[src/rtl/intc_pkg.sv]
package intc_pkg;
  localparam int NLINES = 8;
  localparam int LW     = $clog2(NLINES);
  localparam int DW     = 8;
  localparam int BW     = DW - LW;

  typedef enum logic [1:0] {
    IS_RUN,
    IS_BASE,
    IS_CASC,
    IS_MODE
  } init_st_e;

  typedef enum logic [3:0] {
    OP_NONE,
    OP_INIT,
    OP_CTRL,
    OP_MASK,
    OP_BASE,
    OP_CASC,
    OP_MODE,
    OP_ROTSET,
    OP_EOI_TOP,
    OP_EOI_TOP_ROT,
    OP_EOI_LN,
    OP_EOI_LN_ROT,
    OP_PRIO
  } op_e;
endpackage

[src/rtl/intc_wr_decode.sv]
module intc_wr_decode
  import intc_pkg::*;
(
  input  logic          wr_en,
  input  logic          addr,
  input  logic [BW-1:0] d_hi,
  input  init_st_e      st,
  output op_e           op
);
  // d_hi holds data[7:3]: [1] = bit 4, [0] = bit 3, [4:2] = command code
  always_comb begin
    op = OP_NONE;
    if (wr_en) begin
      if (!addr) begin
        if (d_hi[1])      op = OP_INIT;
        else if (d_hi[0]) op = OP_CTRL;
        else begin
          case (d_hi[BW-1:BW-3])
            3'd0, 3'd4: op = OP_ROTSET;
            3'd1:       op = OP_EOI_TOP;
            3'd5:       op = OP_EOI_TOP_ROT;
            3'd3:       op = OP_EOI_LN;
            3'd7:       op = OP_EOI_LN_ROT;
            3'd6:       op = OP_PRIO;
            default:    op = OP_NONE;
          endcase
        end
      end else begin
        case (st)
          IS_RUN:  op = OP_MASK;
          IS_BASE: op = OP_BASE;
          IS_CASC: op = OP_CASC;
          default: op = OP_MODE;
        endcase
      end
    end
  end
endmodule

[src/rtl/intc_init_seq.sv]
module intc_init_seq
  import intc_pkg::*;
(
  input  logic          clk,
  input  logic          rst_n,
  input  op_e           op,
  input  logic [BW-1:0] d_hi,
  input  logic [1:0]    d_lo,
  output init_st_e      st_q,
  output logic [BW-1:0] base_q,
  output logic          nested_q,
  output logic          aeoi_q,
  output logic          rot_q
);
  init_st_e      st_d;
  logic [BW-1:0] base_d;
  logic          need4_q, need4_d, single_q, single_d;
  logic          nested_d, aeoi_d, rot_d;
  logic          en;

  assign en = (op == OP_INIT) || (op == OP_BASE) || (op == OP_CASC) ||
              (op == OP_MODE) || (op == OP_ROTSET);

  always_comb begin
    st_d     = st_q;
    base_d   = base_q;
    need4_d  = need4_q;
    single_d = single_q;
    nested_d = nested_q;
    aeoi_d   = aeoi_q;
    rot_d    = rot_q;
    case (op)
      OP_INIT: begin
        st_d     = IS_BASE;
        need4_d  = d_lo[0];
        single_d = d_lo[1];
        base_d   = '0;
        nested_d = 1'b0;
        aeoi_d   = 1'b0;
        rot_d    = 1'b0;
      end
      OP_BASE: begin
        base_d = d_hi;
        if (single_q) st_d = need4_q ? IS_MODE : IS_RUN;
        else          st_d = IS_CASC;
      end
      OP_CASC: st_d = need4_q ? IS_MODE : IS_RUN;
      OP_MODE: begin
        nested_d = d_hi[1];
        aeoi_d   = d_lo[1];
        st_d     = IS_RUN;
      end
      OP_ROTSET: rot_d = d_hi[BW-1];
      default: ;
    endcase
  end

  always_ff @(posedge clk or negedge rst_n) begin
    if (!rst_n) begin
      st_q     <= IS_RUN;
      base_q   <= '0;
      need4_q  <= 1'b0;
      single_q <= 1'b0;
      nested_q <= 1'b0;
      aeoi_q   <= 1'b0;
      rot_q    <= 1'b0;
    end else if (en) begin
      st_q     <= st_d;
      base_q   <= base_d;
      need4_q  <= need4_d;
      single_q <= single_d;
      nested_q <= nested_d;
      aeoi_q   <= aeoi_d;
      rot_q    <= rot_d;
    end
  end
endmodule

[src/rtl/intc_svc_state.sv]
module intc_svc_state
  import intc_pkg::*;
(
  input  logic              clk,
  input  logic              rst_n,
  input  op_e               op,
  input  logic [LW-1:0]     wline,
  input  logic              top_valid,
  input  logic [LW-1:0]     top_line,
  input  logic              take,
  input  logic [LW-1:0]     take_line,
  input  logic              aeoi,
  input  logic              rot_aeoi,
  output logic [NLINES-1:0] isr_q,
  output logic [LW-1:0]     off_q
);
  logic [NLINES-1:0] isr_d;
  logic [LW-1:0]     off_d;
  logic              en;

  assign en = (op != OP_NONE) || take;

  always_comb begin
    isr_d = isr_q;
    off_d = off_q;
    case (op)
      OP_INIT: begin
        isr_d = '0;
        off_d = '0;
      end
      OP_EOI_TOP, OP_EOI_TOP_ROT: begin
        if (top_valid) begin
          isr_d[top_line] = 1'b0;
          if (op == OP_EOI_TOP_ROT) off_d = top_line + LW'(1);
        end
      end
      OP_EOI_LN, OP_EOI_LN_ROT: begin
        isr_d[wline] = 1'b0;
        if (op == OP_EOI_LN_ROT) off_d = wline + LW'(1);
      end
      OP_PRIO: off_d = wline + LW'(1);
      default: begin
        if (take) begin
          if (aeoi) begin
            if (rot_aeoi) off_d = take_line + LW'(1);
          end else begin
            isr_d[take_line] = 1'b1;
          end
        end
      end
    endcase
  end

  always_ff @(posedge clk or negedge rst_n) begin
    if (!rst_n) begin
      isr_q <= '0;
      off_q <= '0;
    end else if (en) begin
      isr_q <= isr_d;
      off_q <= off_d;
    end
  end
endmodule

[src/rtl/intc_cmd_unit.sv]
module intc_cmd_unit
  import intc_pkg::*;
(
  input  logic              clk,
  input  logic              rst_n,
  input  logic              addr_i,
  input  logic              wr_i,
  input  logic [DW-1:0]     wdata_i,
  input  logic              rd_i,
  output logic [DW-1:0]     rdata_o,
  input  logic [NLINES-1:0] irr_i,
  input  logic              ack_i,
  input  logic              win_valid_i,
  input  logic [LW-1:0]     win_line_i,
  input  logic              isr_top_valid_i,
  input  logic [LW-1:0]     isr_top_line_i,
  output logic [DW-1:0]     vector_o,
  output logic              take_o,
  output logic [LW-1:0]     take_line_o,
  output logic [NLINES-1:0] isr_o,
  output logic [NLINES-1:0] imr_o,
  output logic [LW-1:0]     offset_o,
  output logic              spec_mask_o,
  output logic              nested_o,
  output logic              auto_eoi_o
);
  op_e           op;
  init_st_e      init_q;
  logic [BW-1:0] base_q;
  logic          rot_q;

  logic [NLINES-1:0] imr_q, imr_d;
  logic              poll_q, poll_d;
  logic              rsel_q, rsel_d;
  logic              sm_q, sm_d;
  logic              ctl_en;
  logic              take;

  intc_wr_decode u_dec (
    .wr_en (wr_i),
    .addr  (addr_i),
    .d_hi  (wdata_i[DW-1:LW]),
    .st    (init_q),
    .op    (op)
  );

  intc_init_seq u_init (
    .clk      (clk),
    .rst_n    (rst_n),
    .op       (op),
    .d_hi     (wdata_i[DW-1:LW]),
    .d_lo     (wdata_i[1:0]),
    .st_q     (init_q),
    .base_q   (base_q),
    .nested_q (nested_o),
    .aeoi_q   (auto_eoi_o),
    .rot_q    (rot_q)
  );

  // a line is accepted by an acknowledge or a poll read, never alongside a write
  assign take = (ack_i || (rd_i && poll_q)) && win_valid_i && (op == OP_NONE);

  intc_svc_state u_svc (
    .clk       (clk),
    .rst_n     (rst_n),
    .op        (op),
    .wline     (wdata_i[LW-1:0]),
    .top_valid (isr_top_valid_i),
    .top_line  (isr_top_line_i),
    .take      (take),
    .take_line (win_line_i),
    .aeoi      (auto_eoi_o),
    .rot_aeoi  (rot_q),
    .isr_q     (isr_o),
    .off_q     (offset_o)
  );

  always_comb begin
    imr_d  = imr_q;
    poll_d = poll_q;
    rsel_d = rsel_q;
    sm_d   = sm_q;
    if (op == OP_INIT) begin
      imr_d  = '0;
      poll_d = 1'b0;
      rsel_d = 1'b0;
      sm_d   = 1'b0;
    end else if (op == OP_MASK) begin
      imr_d = wdata_i;
    end else if (op == OP_CTRL) begin
      if (wdata_i[2]) poll_d = 1'b1;
      if (wdata_i[1]) rsel_d = wdata_i[0];
      if (wdata_i[6]) sm_d   = wdata_i[5];
    end else if (rd_i) begin
      poll_d = 1'b0;
    end
  end

  assign ctl_en = (op == OP_INIT) || (op == OP_MASK) || (op == OP_CTRL) || rd_i;

  always_ff @(posedge clk or negedge rst_n) begin
    if (!rst_n) begin
      imr_q  <= '0;
      poll_q <= 1'b0;
      rsel_q <= 1'b0;
      sm_q   <= 1'b0;
    end else if (ctl_en) begin
      imr_q  <= imr_d;
      poll_q <= poll_d;
      rsel_q <= rsel_d;
      sm_q   <= sm_d;
    end
  end

  always_comb begin
    if (poll_q) begin
      rdata_o = win_valid_i ? {1'b1, {(DW-1-LW){1'b0}}, win_line_i} : '0;
    end else if (!addr_i) begin
      rdata_o = rsel_q ? isr_o : irr_i;
    end else begin
      rdata_o = imr_q;
    end
  end

  assign vector_o    = {base_q, win_valid_i ? win_line_i : LW'(NLINES-1)};
  assign take_o      = take;
  assign take_line_o = win_line_i;
  assign imr_o       = imr_q;
  assign spec_mask_o = sm_q;
endmodule

[config.mk]
export PLATFORM = sky130hd
export DESIGN_NAME = intc_cmd_unit
export DESIGN_NICKNAME = d
export VERILOG_FILES = /design/src/rtl/intc_pkg.sv /design/src/rtl/intc_wr_decode.sv /design/src/rtl/intc_init_seq.sv /design/src/rtl/intc_svc_state.sv /design/src/rtl/intc_cmd_unit.sv
export SDC_FILE = /design/constraint.sdc
export NUM_CORES = 1
export LEC_CHECK = 0
export BUFFER_PORTS_ARGS = -buffer_cell sky130_fd_sc_hd__buf_2
export CORE_MARGIN = 3
export CORE_UTILIZATION = 40
export CTS_BUF_LIST = sky130_fd_sc_hd__clkbuf_4
export CTS_CLUSTER_DIAMETER = 60
export DETAILED_ROUTE_END_ITERATION = 8
export GPL_ROUTABILITY_DRIVEN = 1
export GPL_TIMING_DRIVEN = 0
export MAX_ROUTING_LAYER = met4
export PLACE_DENSITY_LB_ADDON = 0.3
export RECOVER_POWER = 100
export SYNTH_ARGS = -nofsm -noshare
export SYNTH_HDL_FRONTEND = slang
export SYNTH_SLANG_ARGS = --single-unit
[constraint.sdc]
create_clock -name clk -period 3.6 [get_ports clk]
set_input_delay 0.72 -clock clk [delete_from_list [all_inputs] [get_ports clk]]
set_output_delay 0.72 -clock clk [all_outputs]
set_load 0.05 [all_outputs]
==> After elaboration in Yosys (flattened, before gate mapping) <==
Cells that the tools add are included.
W data, S select, Z words.
{ "totals": {"in_bits": 30, "regBits": 34, "out_inout_bits": 42, "word_cells": 150} }
{ "classes": {"n_eq_ne": 26, "n_addsub": 3, "bitwise": 6, "muxes": 50, "n_reduce_logical": 46, "n_lt_le_gt_ge": 6} }
{ "op_table": {"columns": ["op", "n"], "rows": [
  ["$mux W8", 9],
  ["$pmux W8 S4", 1],
  ["$pmux W4 S6", 1],
  ["$mux W3", 7],
  ["$eq A4 B4 Y1 const B", 5],
  ["$and A8 B8 Y8", 2],
  ["$eq A4 B3 Y1 const B", 4],
  ["$mux W1", 16],
  ["$mux W4", 4],
  ["$not A8 Y8", 2],
  ["$reduce_bool A5 Y1", 3],
  ["$reduce_bool A2 Y1", 7],
  ["$eq A3 B3 Y1 const B", 4],
  ["$lt A3 B4 Y1 const B", 3],
  ["$pmux W3 S4", 1],
  ["$reduce_and A2 Y1", 6],
  ["$reduce_and A4 Y1", 3],
  ["$reduce_bool A4 Y1", 3],
  ["$pmux W5 S2", 1],
  ["$add A3 B1 Y3 const B", 3],
  ["$demux W1 S3", 3],
  ["$ge A3 B1 Y1 const B", 3],
  ["$logic_or A1 B1 Y1", 9],
  ["$pmux W3 S3", 1],
  ["other kinds (23)", 36]
]} }

==> Depth between registers and ports, before layout <==
Gate-level depths: netlist of the first run.
{ "logic_depth": {"ltp_word": 13, "mapped_depth": 12, "ltp_nobuf": 12} }

==> Modules after synthesis <==
From an unflattened synthesis of the first run, not the netlist that was laid out.
{ "hier_totals": {"cells_unflattened": 291, "hier_area_um2": 2611.3} }
{ "by_module_without_submodules": {"columns": ["mod", "n_inst", "cells_per_inst", "area_per_inst_um2"], "rows": [
  ["intc_svc_state", 1, 108, 965.9],
  ["intc_cmd_unit", 1, 94, 807.0],
  ["intc_init_seq", 1, 66, 669.4],
  ["intc_wr_decode", 1, 23, 168.9]
]} }

==> Worst setup path after synthesis of the first run <==
Ideal clock, no wire load.
{ "synth_path": {"path_kind": "input port to output port", "startpoint": "in addr_i", "endpoint": "out rdata_o[0]", "cell_stages": 5, "arrival_time_ps": 2485, "n_path_buf": 3, "setup_slack_ps": 395, "path_cell_list": "buf_6 > buf_2 > clkbuf_1 > a21oi_1 > o21ai_0"} }
{ "synth_via": {"elab_chain_len": 2} }
{ "synth_lines": {"columns": ["item", "line", "rtl"], "rows": [
  ["start, declared", "intc_cmd_unit.sv:6", "input logic addr_i,"],
  ["$mux W8", "intc_cmd_unit.sv:118", "end else if (!addr_i) begin"],
  ["$mux W8", "intc_cmd_unit.sv:116", "if (poll_q) begin"],
  ["end, declared", "intc_cmd_unit.sv:10", "output logic [DW-1:0] rdata_o,"]
]} }
Every way passes these cells.

==> Worst setup path after layout of the first run <==
{ "layout_path": {"startpoint": "in wdata_i[5]", "endpoint": "out take_o"} }
{ "layout_via": {"elab_chain_len": 9, "elab_cells_between_ends": 15, "cone_classes": "6 x eq/ne; 5 x mux; 4 x reduce/logical"} }
{ "layout_lines": {"columns": ["item", "line", "rtl"], "rows": [
  ["start, declared", "intc_cmd_unit.sv:8", "input logic [DW-1:0] wdata_i,"],
  ["$eq A3 B3 Y1 or $logic_not A3 Y1 (tied branches)", "intc_wr_decode.sv:18", "case (d_hi[BW-1:BW-3])"],
  ["$reduce_or A2 Y1", "intc_wr_decode.sv:18", null],
  ["$pmux W4 S6 *", "intc_wr_decode.sv:18", null],
  ["$mux W4 *", "intc_wr_decode.sv:16", "else if (d_hi[0]) op = OP_CTRL;"],
  ["$mux W4 *", "intc_wr_decode.sv:15", "if (d_hi[1]) op = OP_INIT;"],
  ["$mux W4 *", "intc_wr_decode.sv:14", "if (!addr) begin"],
  ["$mux W4 *", "intc_wr_decode.sv:13", "if (wr_en) begin"],
  ["$logic_not A4 Y1 *", "intc_cmd_unit.sv:61", "assign take = (ack_i || (rd_i && poll_q)) && win_valid_i && (op == OP_NONE);"],
  ["$logic_and A1 B1 Y1 *", "intc_cmd_unit.sv:61", null],
  ["end, declared", "intc_cmd_unit.sv:18", "output logic take_o,"]
]} }
Every way passes the cells marked *; elsewhere a longest branch is shown, timed or not.

==> insert_results.sql, run 1 <==
INSERT INTO impl_metrics (metric_group, metric, value, unit) VALUES
('timing', 'period_minus_slack', '3.25', 'ns'),
('timing', 'finalWorstSetupSlack', '0.345', 'ns'),
('worst_setup_path', 'setup.worst_path.class', 'primary input to primary output', ''),
('routing', 'detailroute.via_count', '2535', ''),
('clock_tree', 'post_cts_sizing_count', '0', ''),
('logic_synthesis', 'syn_area', '2470', 'um2'),
('flow_run', 'cap_viol_max_count', '1', ''),
('timing', 'setup_repair_after_global_routing_missed_its_margin', 'false', ''),
('routing', 'antenna_left', '0', ''),
('clock_tree', 'cts.reportedPaths.clkPinSlew', '0.11', 'ns'),
('clock_tree', 'cts.path.max_buffers', '2', ''),
('worst_setup_path', 'worstPathRequired', '2.88', 'ns'),
('timing', 'finalHoldViolCount', '0', ''),
('clock_tree', 'cts_made_buffers', '5', ''),
('clock_tree', 'setup_bufs_post_cts', '0', ''),
('routing', 'drt_wl_total', '7420', 'um'),
('grt', 'grt_first_pass_wirelength', '12200', 'um'),
('grt', 'grt_antenna_before_repair', '0', ''),
('logic_synthesis', 'async_flop_share', '100', '%'),
('cells_and_area', 'insertedDiodeCount', '0', ''),
('cells_and_area', 'drive_gt1_share', '14.0', '%'),
('power_and_ir_drop', 'power_leakage', '0.00122', 'uW'),
('logic_synthesis', 'ys.flop_type', 'sky130_fd_sc_hd__dfrtp_1', ''),
('power_and_ir_drop', 'power-per-cell-area', '629', 'nW/um2'),
('clock_tree', 'clk_root_buffer_cell', 'sky130_fd_sc_hd__clkbuf_4', ''),
('clock_tree', 'clock_insertion_delay_worst_skew', '0.34', 'ns'),
('grt', 'grt.met1_usage', '28.3', '%'),
('outcome', 'status', 'finished, violations left', ''),
('floorplanning', 'initial_utilization', '41.6', '%'),
('floorplanning', 'floorplan.rows', '28', ''),
('logic_synthesis', 'ys_ff_latch', '34', ''),
('grt', 'first_global_vias', '2433', ''),
('timing', 'worst_slew_pin_slew', '1.82', 'ns'),
('worst_setup_path', 'start_kind', 'primary input', ''),
('timing', 'timing.max_slew.rel_slack', '-21.4', '%'),
('clock_tree', 'cts.hold.buffers_added', '0', ''),
('floorplanning', 'die_y', '84.7', 'um'),
('outcome', 'violations', 'max-capacitance violations, max-slew violations', ''),
('logic_synthesis', 'synth-seq-area-share', '34.4', '%'),
('timing', 'slew_viol_final', '35', ''),
('timing', 'fmaxAchievable', '307', 'MHz'),
('grt', 'grt_use_met2', '33.3', '%'),
('floorplanning', 'design.portCount', '72', ''),
('worst_setup_path', 'worst_path_largest_cell_delay', '0.36', 'ns'),
('cells_and_area', 'area_growth', '17.2', '%'),
('logic_synthesis', 'synthesis.yosys.warnings', '0', ''),
('clock_tree', 'tritoncts', 'built', ''),
('worst_setup_path', 'timing.reg2reg.worst_path_depth', '12', ''),
('timing', 'setup_viol', '0', ''),
('clock_tree', 'htreeDepth', '2', ''),
('grt', 'grt_busiest_layer', 'met2', ''),
('power_and_ir_drop', 'ir_worst_vdd', '0.343', 'mV'),
('grt', 'grt_overflow', '0', ''),
('routing', 'drt_first_iter_violations', '144', ''),
('logic_synthesis', 'syn_nets', '322', ''),
('clock_tree', 'clock_sinks', '34', ''),
('logic_synthesis', 'synth_cell_type_count', '62', ''),
('logic_synthesis', 'syn-mean-instance-area', '8.68', 'um2'),
('routing', 'viasPerCell', '5.85', ''),
('grt', 'track_usage', '21.7', '%'),
('routing', 'routed_length_per_placed_instance', '17.1', 'um'),
('timing', 'min_period_over_period', '90.4', '%'),
('placed_design', 'finalWeightedCongestion', '0.942', ''),
('floorplanning', 'die_w', '84.7', 'um'),
('logic_synthesis', 'synth-edff-count', '0', ''),
('worst_setup_path', 'critPathMaxFanout', '7', ''),
('grt', 'gr-usage-met3', '3.53', '%'),
('timing', 'worst_clock_skew', '0.0114', 'ns'),
('placed_design', 'portBuffers', '65', ''),
('worst_setup_path', 'cpMaxStageDelayCell', 'sky130_fd_sc_hd__a211o_1', ''),
('worst_setup_path', 'path_cells', 'buf_2 > inv_1 > ha_1 > a211o_1 > o21ai_1 > o211ai_1 > nor2_1 > clkbuf_2', '');
[kinds of logic (layout without fill, tap and decap cells)]
| group | after synthesis | after routing | share of synthesized area (%) |
|---|---|---|---|
| muxes | 13 | 13 | 5.41 |
| DFF | 34 | 34 | 34.4 |
| buffers and inverters | 31 | 104 | 6.22 |
| AOI/OAI and AO/OA | 101 | 101 | 28.7 |
| adders and majority gates | 7 | 7 | 3.54 |
| and+or+nand+nor | 99 | 99 | 21.7 |
[Yosys cell counts, drive strengths merged, types with 3 or more instances]
master	n	area share (%)
nor4b	5	2.4
nand4b	5	1.8
dfrtp	34	34
a22o	7	2.5
mux2i	10	4.0
mux2	3	1.4
clkbuf	10	1.5
o21ai	25	5.1
o211ai	3	1.5
nor4	3	0.76
a31oi	3	0.76
a21oi	31	6.3
o31ai	3	1.1
nand2	28	4.6
o2111ai	3	1.1
nor2	27	4.2
nor2b	5	1.3
inv	9	1.4
buf	12	3.3
a32oi	3	1.1
nand3	10	2.0
ha	7	3.5
nand2b	5	1.3
[worst paths after layout]
path	startpoint	to	slack [ns]
worst max register to register	u_init.st_q[0]$_DFFE_PN0P_	u_svc.off_q[2]$_DFFE_PN0P_	0.74
worst max-delay path	wdata_i[5]	take_o	0.35
max in group asynchronous	rst_n	rsel_q$_DFFE_PN0P_	1.70
min in group asynchronous	rst_n	u_init.rot_q$_DFFE_PN0P_	0.86
worst min register to register	u_init.base_q[3]$_DFFE_PN0P_	u_init.base_q[3]$_DFFE_PN0P_	0.51
worst min-delay path	u_init.base_q[3]$_DFFE_PN0P_	u_init.base_q[3]$_DFFE_PN0P_	0.51
[per-stage QoR]
step / hold slack (ns) / cell area (um2) / std cells / total power, uW / util (%)
floorplan: 0.424 / 2470 / 285 / 1320 / -
finish: 0.514 / 2900 / 433 / 1820 / 48.7
global placement: 0.477 / 2890 / 425 / 1560 / 48.6
global route: 0.538 / 2900 / 433 / 1940 / 48.7
detailed placement: 0.479 / 2890 / 425 / 1580 / 48.6
CTS: 0.460 / 2980 / 433 / 1870 / 50.0
[placed cells by master, fill, tap and decap left out, drive strengths merged, types with 2 or more instances in the layout]
master	instances
nor4b	5
mux2	3
mux2i	10
a31oi	3
buf	32
a32o	2
a21oi	31
dfrtp	34
clkbuf	62
o21ai	25
nor2	27
a32oi	3
o31a	2
o211ai	3
nand4b	5
inv	9
nor3	2
a311o	2
nand3	10
a2111oi	2
ha	7
o2111ai	3
nand4	2
o31ai	3
or3	2
nor4	3
nand2b	5
nand2	28
nor2b	5
a22o	7
[worst max-delay path: cells and delay by family]
kind / cells / cell delay (ns)
AO/OA/AOI/OAI: 3 / 0.86
AND/OR/NAND/NOR: 1 / 0.18
buffers and inverters: 3 / 0.53
adder cells (fa/ha/maj): 1 / 0.23
[power by group]
group | switching, uW | leakage (uW) | internal [uW]
registers | 78.4 | 0.000450 | 489
clock network | 131 | 0.0000463 | 162
logic | 724 | 0.000718 | 239
total | 934 | 0.00122 | 890
[final cells by class]
cell class	count	area [um2]
Timing Repair Buffer	65	273
Fill cell	619	3060
Tap cell	75	93.8
Buffer	22	118
Sequential cell	34	851
Clock buffer	7	52.6
Multi-Input combinational cell	220	1450
Clock inverter	1	30.0
Inverter	9	33.8
[per-layer routing]
| metal | share of wire, % | wire, um |
|---|---|---|
| met2 | 45 | 3360 |
| met5 | 0 | 0 |
| met3 | 7.4 | 550 |
| met4 | 2.9 | 218 |
| met1 | 44 | 3290 |
[registers in the layout, summed over array words and instances (netlist names), 2 cells and up]
register,cells
u_init.st_q,2
u_svc.isr_q,8
u_svc.off_q,3
imr_o,8
u_init.base_q,5
(Power assumes the default switching activity.)
==> run 2, diff against run 1 <==
==> constraint.sdc (replaced) <==
create_clock -name clk -period 3.6 [get_ports clk]
set_input_delay 0.72 -clock clk [delete_from_list [all_inputs] [get_ports clk]]
set_output_delay 0.72 -clock clk [all_outputs]
set_load 0.005 [all_outputs]
==> run 2 against run 1 <==
Effect of this change:
- the run still ends with max-capacitance violations, max-slew violations left
- critical path depth stayed put
- combinational power is 37% lower
- sequential share of layout area decreased by 0.28 points
- maximum frequency increased by 1.1%
- sequential power about the same
- non-clock buffer count did not move
- count of clock-buffer cells in the layout did not move
- critical path type unchanged
- largest cell class unchanged
- largest power group unchanged
- highest routed layer unchanged
==> insert_results.sql, run 2 (synthesized netlist as in run 1, its figures left out) <==
INSERT INTO impl_metrics (metric_group, metric, value, unit) VALUES
('outcome', 'status', 'finished, violations left', ''),
('outcome', 'violations', 'max-capacitance violations, max-slew violations', ''),
('grt', 'grt_max_degree', '35', ''),
('clock_tree', 'clk_root_buffer_cell', 'sky130_fd_sc_hd__clkbuf_4', ''),
('power_and_ir_drop', 'totalPowerFinal', '1470', 'uW'),
('timing', 'setup_repair_after_global_routing_missed_its_margin', 'false', ''),
('timing', 'finalWorstSetupSlack', '0.380', 'ns'),
('cells_and_area', 'final_area', '2930', 'um2'),
('worst_setup_path', 'setup.worst_path.class', 'primary input to primary output', ''),
('placed_design', 'post_dp_cell_area', '2890', 'um2'),
('grt', 'grt_first_pass_wirelength', '12200', 'um'),
('worst_setup_path', 'start_kind', 'primary input', ''),
('floorplanning', 'design.portCount', '72', ''),
('placed_design', 'portBuffers', '65', ''),
('power_and_ir_drop', 'power_leakage', '0.00130', 'uW'),
('clock_tree', 'cts_made_buffers', '5', ''),
('grt', 'grt.met1_usage', '28.3', '%'),
('clock_tree', 'clock_sinks', '34', ''),
('clock_tree', 'cts.hold.buffers_added', '0', ''),
('timing', 'period_minus_slack', '3.22', 'ns'),
('routing', 'drt_wl_total', '7380', 'um'),
('worst_setup_path', 'cp_data_arrival_time', '2.50', 'ns'),
('timing', 'timing.max_slew.rel_slack', '-20.8', '%'),
('timing', 'worst_slew_pin_slew', '1.81', 'ns'),
('power_and_ir_drop', 'ir_worst_vdd', '0.235', 'mV'),
('flow_run', 'cap_viol_max_count', '1', ''),
('power_and_ir_drop', 'power-per-cell-area', '501', 'nW/um2'),
('worst_setup_path', 'worstSetupEndpointType', 'primary output', ''),
('timing', 'min_period_over_period', '89.4', '%'),
('clock_tree', 'tritoncts', 'built', ''),
('worst_setup_path', 'critPathMaxFanout', '7', ''),
('grt', 'grt_use_met2', '33.3', '%'),
('grt', 'track_usage', '21.7', '%'),
('floorplanning', 'floorplan.rows', '28', ''),
('cells_and_area', 'area_growth', '18.3', '%'),
('floorplanning', 'initial_utilization', '41.6', '%'),
('grt', 'grt_busiest_layer', 'met2', ''),
('clock_tree', 'cts.reportedPaths.clkPinSlew', '0.11', 'ns'),
('timing', 'setup_viol', '0', ''),
('cells_and_area', 'insertedDiodeCount', '0', ''),
('timing', 'timing.setup.tns', '0', 'ns'),
('routing', 'antenna_left', '0', ''),
('timing', 'finalHoldViolCount', '0', ''),
('timing', 'slew_viol_final', '35', ''),
('grt', 'grt_overflow', '0', ''),
('min_path', 'kind_of_path_behind_the_tightest_hold_check', 'flop to flop', ''),
('timing', 'worst_clock_skew', '0.0113', 'ns'),
('floorplanning', 'die_y', '84.7', 'um'),
('clock_tree', 'clock_insertion_delay_worst_skew', '0.34', 'ns'),
('grt', 'gr-usage-met3', '3.53', '%'),
('floorplanning', 'core_region_area', '5960', 'um2'),
('cells_and_area', 'mostFrequentLayoutCell', 'sky130_fd_sc_hd__buf_2', ''),
('routing', 'detailroute.via_count', '2546', ''),
('placed_design', 'finalWeightedCongestion', '0.942', ''),
('cells_and_area', 'mostFrequentLayoutCells', 'sky130_fd_sc_hd__buf_2 (44), sky130_fd_sc_hd__dfrtp_1 (34), sky130_fd_sc_hd__clkbuf_1 (32)', ''),
('floorplanning', 'die_w', '84.7', 'um'),
('clock_tree', 'setup_bufs_post_cts', '0', ''),
('placed_design', 'dp_hpwl', '5630', 'um'),
('cells_and_area', 'num-nets-final', '394', ''),
('worst_setup_path', 'worstPathRequired', '2.88', 'ns'),
('routing', 'drt_first_iter_violations', '144', ''),
('grt', 'grt_antenna_before_repair', '0', ''),
('placed_design', 'placement.setup.worst_slack', '0.269', 'ns'),
('clock_tree', 'htreeDepth', '2', ''),
('clock_tree', 'post_cts_sizing_count', '0', ''),
('routing', 'routed_length_per_placed_instance', '17.0', 'um'),
('routing', 'drt-pass1-iter-count', '4', ''),
('routing', 'viasPerCell', '5.88', ''),
('routing', 'drcViolationCount', '0', ''),
('clock_tree', 'cts.path.max_buffers', '2', ''),
('cells_and_area', 'drive_gt1_share', '20.1', '%'),
('grt', 'first_global_vias', '2433', ''),
('floorplanning', 'design.die.area', '7170', 'um2'),
('timing', 'fmaxAchievable', '311', 'MHz');
run 2: final timing paths:
kind                            slack [ns]                          from  depth (start not counted)                            to
worst min register to register        0.51  u_init.base_q[3]$_DFFE_PN0P_                          1  u_init.base_q[3]$_DFFE_PN0P_
worst max register to register        0.74    u_init.st_q[0]$_DFFE_PN0P_                         12    u_svc.off_q[2]$_DFFE_PN0P_
min in group asynchronous             0.86                         rst_n                          1      u_init.rot_q$_DFFE_PN0P_
worst min-delay path                  0.51  u_init.base_q[3]$_DFFE_PN0P_                          1  u_init.base_q[3]$_DFFE_PN0P_
worst max-delay path                  0.38                    wdata_i[5]                          8                        take_o
max in group asynchronous             1.70                         rst_n                          1            rsel_q$_DFFE_PN0P_
run 2: per-layer routing:
| metal | vias to the layer above | part of all wire, % |
|---|---|---|
| li1 | 1217 | - |
| met4 | 0 | 3.2 |
| met1 | 1195 | 44 |
| met2 | 113 | 45 |
| met5 | - | 0 |
| met3 | 21 | 7.2 |
run 2: power breakdown:
group / leakage, uW / internal (uW) / switching [uW]
sequential: 0.000450 / 489 / 76.3
clock: 0.0000463 / 162 / 131
combinational: 0.000799 / 257 / 350
total: 0.00130 / 908 / 558
run 2: worst max-delay path, stage by stage:
cell	delay, ns
sky130_fd_sc_hd__clkbuf_1	0.23
sky130_fd_sc_hd__inv_1	0.13
sky130_fd_sc_hd__ha_1	0.25
sky130_fd_sc_hd__a211o_1	0.36
sky130_fd_sc_hd__o21ai_1	0.28
sky130_fd_sc_hd__o211ai_1	0.22
sky130_fd_sc_hd__nor2_1	0.18
sky130_fd_sc_hd__clkbuf_1	0.13
run 2: cell type report:
type,count,area [um2]
clock inverter,1,30.0
sequential,34,851
fill,603,3030
multi-input combinational,220,1450
buffer,22,118
inverter,9,33.8
timing repair buffer,65,300
tap,75,93.8
clock buffer,7,52.6
run 2: through the flow:
stage	cells	hold WS, ns	util, %
detailed placement	425	0.479	48.6
CTS	433	0.460	50.0
finish	433	0.512	49.2
global placement	425	0.477	48.6
floorplan	285	0.424	-
global route	433	0.533	49.2
